--- src/rtl/pm_reg_pkg.sv ---
// Package: shared field positions and reset-class type for the power
// management register. Assumes an 8-bit register; the positions are
// decoded by software and must not move.
package pm_reg_pkg;
    localparam int REG_W    = 8;
    localparam int LVD_BIT  = 5;
    localparam int LVW_BIT  = 4;
    localparam int FLAG_BIT = 3;
    localparam int ACK_BIT  = 2;
    localparam int STOP_BIT = 0;

    // Reset classes seen by every storage cell in one cycle.
    typedef struct packed {
        logic cold;   // power-on reset asserted
        logic warm;   // low-voltage or other reset asserted
    } rst_cls_t;
endpackage

--- src/rtl/pm_ctl_bit.sv ---
// Module: one control bit with an optional write-once lock.
// WRITE_ONCE = 1 : the first write sets the lock; later writes are ignored.
// KEEP_WARM  = 1 : value and lock survive a warm reset; only cold clears them.
// Assumes rst.cold dominates rst.warm and that wr_i is already decoded.
module pm_ctl_bit
    import pm_reg_pkg::*;
#(
    parameter bit WRITE_ONCE = 1'b1,
    parameter bit KEEP_WARM  = 1'b0
) (
    input  logic     clk,
    input  rst_cls_t rst,
    input  logic     wr_i,
    input  logic     d_i,
    output logic     q_o
);
    logic val_q;
    logic locked;

    generate
        if (WRITE_ONCE) begin : g_once
            logic lock_q;

            // Purpose: track whether the one allowed write has happened.
            always_ff @(posedge clk) begin
                if (rst.cold)
                    lock_q <= 1'b0;
                else if (rst.warm && !KEEP_WARM)
                    lock_q <= 1'b0;
                else if (!rst.warm && wr_i)
                    lock_q <= 1'b1;
            end
            assign locked = lock_q;

            // Locked bit ignores writes
            assert_locked_hold_R3: assert property (@(posedge clk)
                disable iff (rst.cold || rst.warm)
                (lock_q && wr_i) |=> $stable(val_q));
        end else begin : g_free
            assign locked = 1'b0;
        end

        if (KEEP_WARM) begin : g_keep
            // Warm reset leaves the value untouched
            assert_warm_keep_R2: assert property (@(posedge clk)
                (rst.warm && !rst.cold) |=> (val_q == $past(val_q)));
        end
    endgenerate

    // Purpose: update the stored value on reset or an accepted write.
    always_ff @(posedge clk) begin
        if (rst.cold)
            val_q <= 1'b0;
        else if (rst.warm) begin
            if (!KEEP_WARM)
                val_q <= 1'b0;
        end else if (wr_i && !locked)
            val_q <= d_i;
    end

    assign q_o = val_q;

    // Cold reset clears the value
    assert_cold_zero_R1: assert property (@(posedge clk)
        rst.cold |=> (val_q == 1'b0));
endmodule

--- src/rtl/pm_wake_flag.sv ---
// Module: sticky recovery flag. A hardware pulse sets it and a software
// acknowledge clears it. The pulse wins over a same-cycle acknowledge, so
// no event is lost. Any reset clears the flag.
module pm_wake_flag
    import pm_reg_pkg::*;
(
    input  logic     clk,
    input  rst_cls_t rst,
    input  logic     set_i,
    input  logic     ack_i,
    output logic     flag_o
);
    logic flag_q;

    // Purpose: set on the pulse, clear on acknowledge, clear on any reset.
    always_ff @(posedge clk) begin
        if (rst.cold || rst.warm)
            flag_q <= 1'b0;
        else if (set_i)
            flag_q <= 1'b1;
        else if (ack_i)
            flag_q <= 1'b0;
    end

    assign flag_o = flag_q;

    // A pulse is always recorded, even with a same-cycle ack
    assert_pulse_sets_R9: assert property (@(posedge clk)
        disable iff (rst.cold || rst.warm)
        set_i |=> flag_q);

    // Acknowledge without a pulse clears the flag
    assert_ack_clears_R8: assert property (@(posedge clk)
        disable iff (rst.cold || rst.warm)
        (ack_i && !set_i) |=> !flag_q);

    // Without pulse or ack, the flag holds
    assert_flag_hold_R8: assert property (@(posedge clk)
        disable iff (rst.cold || rst.warm)
        (!ack_i && !set_i) |=> $stable(flag_q));
endmodule

--- src/rtl/pm_ctl_reg.sv ---
// Module: top of the power management control/status register.
// It decodes bus writes, classifies the three synchronous active-low
// resets and assembles the read word. Assumes sel_i is already
// address-decoded and deep_wake_i is a single-cycle pulse.
module pm_ctl_reg
    import pm_reg_pkg::*;
(
    input  logic             clk,
    input  logic             por_rst_n,
    input  logic             lv_rst_n,
    input  logic             oth_rst_n,
    input  logic             sel_i,
    input  logic             wr_en_i,
    input  logic [REG_W-1:0] wdata_i,
    output logic [REG_W-1:0] rdata_o,
    input  logic             deep_wake_i,
    output logic             lvd_sel_o,
    output logic             lvw_sel_o,
    output logic             stop_deep_o
);
    rst_cls_t rst;
    logic     wr;
    logic     ack;
    logic     lvd_q;
    logic     lvw_q;
    logic     stop_q;
    logic     flag_q;

    // Purpose: classify reset; power-on dominates the other two.
    always_comb begin
        rst.cold = !por_rst_n;
        rst.warm = por_rst_n && (!lv_rst_n || !oth_rst_n);
    end

    assign wr  = sel_i && wr_en_i;
    assign ack = wr && wdata_i[ACK_BIT];

    pm_ctl_bit #(.WRITE_ONCE(1'b1), .KEEP_WARM(1'b1)) u_lvd (
        .clk(clk), .rst(rst), .wr_i(wr), .d_i(wdata_i[LVD_BIT]), .q_o(lvd_q)
    );

    pm_ctl_bit #(.WRITE_ONCE(1'b0), .KEEP_WARM(1'b1)) u_lvw (
        .clk(clk), .rst(rst), .wr_i(wr), .d_i(wdata_i[LVW_BIT]), .q_o(lvw_q)
    );

    pm_ctl_bit #(.WRITE_ONCE(1'b1), .KEEP_WARM(1'b0)) u_stop (
        .clk(clk), .rst(rst), .wr_i(wr), .d_i(wdata_i[STOP_BIT]), .q_o(stop_q)
    );

    pm_wake_flag u_flag (
        .clk(clk), .rst(rst), .set_i(deep_wake_i), .ack_i(ack), .flag_o(flag_q)
    );

    // Purpose: assemble the read word; unimplemented and ack bits read 0.
    always_comb begin
        rdata_o           = '0;
        rdata_o[LVD_BIT]  = lvd_q;
        rdata_o[LVW_BIT]  = lvw_q;
        rdata_o[FLAG_BIT] = flag_q;
        rdata_o[STOP_BIT] = stop_q;
    end

    assign lvd_sel_o   = lvd_q;
    assign lvw_sel_o   = lvw_q;
    assign stop_deep_o = stop_q;

    // Power-on reset leaves the whole register clear
    assert_por_clear_R11: assert property (@(posedge clk)
        !por_rst_n |=> (rdata_o == '0));

    // Warm reset clears the flag and stop select
    assert_warm_clear_R2: assert property (@(posedge clk)
        (por_rst_n && !lv_rst_n) |=> (!flag_q && !stop_q));

    // Without a select, the warning select holds
    assert_nosel_hold_R12: assert property (@(posedge clk)
        disable iff (!por_rst_n || !lv_rst_n || !oth_rst_n)
        !sel_i |=> $stable(lvw_q));
endmodule

--- config.mk ---
export PLATFORM = sky130hd
export DESIGN_NAME = pm_ctl_reg
export DESIGN_NICKNAME = d
export VERILOG_FILES = /design/src/rtl/pm_reg_pkg.sv /design/src/rtl/pm_ctl_bit.sv /design/src/rtl/pm_wake_flag.sv /design/src/rtl/pm_ctl_reg.sv
export SDC_FILE = /design/constraint.sdc
export NUM_CORES = 1
export LEC_CHECK = 0
export BUFFER_PORTS_ARGS = -buffer_cell sky130_fd_sc_hd__buf_2
export CAP_MARGIN = 40
export CORE_AREA = 8 8 45 47
export DETAILED_ROUTE_END_ITERATION = 16
export DIE_AREA = 0 0 53 55
export MAX_ROUTING_LAYER = met4
export SLEW_MARGIN = 20
export SYNTH_ARGS = -nofsm -noshare
export SYNTH_HDL_FRONTEND = slang
export SYNTH_SLANG_ARGS = --single-unit
--- constraint.sdc ---
create_clock -name clk -period 0.8 [get_ports clk]
set_input_delay 0.16 -clock clk [delete_from_list [all_inputs] [get_ports clk]]
set_output_delay 0.16 -clock clk [all_outputs]
set_load 0.02 [all_outputs]
==> results.toml <==
[status]
status = "finished with violations"
violations = "negative setup slack"

[layout]
final_area_um2 = 455
regArea_um2 = 129
multi_input_area_um2 = 129
syn2layout_area_growth_pct = 51.0
nets = 67
fill_cells = 155
final_cell_count_no_fill = 66
final_layout_size_suffix_gt1_share_pct = 62.0
antenna_cells = 0

[pwr]
leakage_nw = 0.221
ir_drop_uv = 630
power_density_mw_per_mm2 = 1520

[worst_setup_path]
cp_num_buf_inv = 1
cp_slowest_cell = "dfxtp_2"
crit_required_ns = 0.64
path_class = "reg2out"
cpLargestDelayFamily = "flip-flops"
path_max_fanout = 3
reg2reg_slack_ns = 0.02
crit_path_start_kind = "flop"
worstPathArrival_ns = 0.71
max_stage_delay_ns = 0.35
end_kind = "output port"
worstPathCellList = "buf_6"

[routing]
dr.pass1.iters = 2
drc = 0
routed_wl_um = 705
drt_iter0_markers = 4
vias = 258
wl_per_cell_um = 10.7
via_per_inst = 3.91
ant_nets = 0

[timing]
fin_crit_ns = 0.869
period_share_pct = 109
grt_setup_unrepaired = "true"
fin_worst_skew_ns = 0.00264
timing.final.ws_setup_ns = -0.0693
setup_viol = 7
fmax_mhz = 1150
drv_slew = 0
setup_tns_ns = -0.439
finalHoldViolations = 0

[clocking]
clock_latency_ns = 0.24
root_buffer = "clkbuf_4"
ctsHtreeMaxLevel = 1
cts_sinks = 6
cts_buffer_depth = 2
numCtsBuffers = 3
cts.clk_slew.worst_paths_ns = 0.04
tritoncts = "built"
ctsHoldBuffers = 0

[hold_path]
hold_class = "in2reg"

[floorplanning]
design.die.area_mm2 = 0.00292
dieHeight_um = 55
core_mm2 = 0.00138
ioPinCount = 26
rows = 14
initial_core_util_pct = 21.8
fp.dieW_um = 53

[place]
portBuffers = 17
place_inst = 62
gp_congestion = 0.694
placed_area_um2 = 373

[logic_synthesis]
synthTopCellsByArea = "dfxtp_1, buf_4, mux2i_1"
avgSynthCellArea_um2 = 9.42
synth-async-reset-ratio_pct = 0
synth_ff_type = "dfxtp_1"
synth.distinct_cells = 15
syn-cell-area_um2 = 302
synth-edff-count = 0
synth_top_cell_area_share_pct = 39.8
synthTopCellsByCount = "buf_4, dfxtp_1, nor2_1"
synth_warnings = 0
synth_most_common_cell = "buf_4"
seq_area_frac_synth_pct = 39.8
syn_inst = 32
synth_top_area_cell = "dfxtp_1"
synth_seq_cells = 6

[run]
cap_violations = 0

[grt]
overflow = 0
grt_first_pass_wirelength_um = 924
grt_pass1_vias = 250
antenna_found_initial = 0
grt_max_degree = 6
track_usage_pct = 4.62
## metrics by stage
stage | power [mW] | util, % | worst slack, ns | hold WS [ns]
2_1_floorplan | 0.384 | - | 0.00563 | 0.277
3_3_place_gp | 0.413 | 26.9 | -0.0208 | 0.370
3_5_place_dp | 0.414 | 26.9 | -0.0223 | 0.378
4_1_cts | 0.703 | 32.8 | -0.0810 | 0.123
5_1_grt | 0.738 | 32.9 | -0.113 | 0.124
6_report | 0.691 | 32.9 | -0.0693 | 0.123
## worst paths after layout
path / startpoint / cells after the start / end
worst max-delay path: u_lvw.q_o / 1 / rdata_o[4]
worst min register to register: u_stop.g_once.lock_q / 2 / u_stop.g_once.lock_q
worst min-delay path: deep_wake_i / 3 / u_flag.flag_o
worst max register to register: u_stop.g_once.lock_q / 3 / u_stop.q_o
## cells by family (layout without fill, tap and decap cells)
family                 after synthesis  after routing  share of synthesized area [%]
other                                1              4                           1.24
and+or+nand+nor                      9              9                           17.0
DFF                                  6              6                           39.8
buffers and inverters                9             24                           21.2
muxes                                2              2                           6.64
AOI/OAI and AO/OA                    5              5                           14.1
## repair_timing
action,in CTS,in global routing
resized for setup,19,1
setup endpoints to repair,7,8
endpoints found under the hold margin,0,0
buffers inserted,1,0
## power breakdown
part	leakage [nW]	internal [mW]	switching [mW]	total, mW
registers	0.0513	0.305	0.00638	0.312
logic	0.156	0.0495	0.0571	0.107
clock network	0.0138	0.169	0.103	0.273
## final cells by class
type	instances	area share [%]
multi-input cells	20	28.3
flip-flops and latches	6	28.3
repair buffers	20	33.2
inverters	1	0.824
well taps	16	4.40
clock buffers	3	4.95
## placed cells by master (no fill, tap or decap), drive strengths merged
master   n
conb     4
buf     20
inv      1
o211ai   1
nor2     3
mux2i    2
nand2    1
nand3    2
a21boi   1
clkbuf   3
a21oi    2
nand3b   1
nand4    1
nor2b    1
o31ai    1
dfxtp    6
## routing by layer
layer / wire [µm] / vias to the layer above / GRT usage (%)
li1: - / 133 / -
met1: 295 / 109 / 4.10
met2: 292 / 16 / 6.64
met3: 117 / 0 / 4.01
met4: 0 / 0 / 2.59
met5: 0 / - / -
## registers in the layout (all words and copies together), names as in the netlist
register	cells
u_lvd.q_o	1
u_flag.flag_o	1
u_lvd.g_once.lock_q	1
u_stop.g_once.lock_q	1
u_lvw.q_o	1
u_stop.q_o	1
No activity file was read; power rests on OpenSTA's default activity.
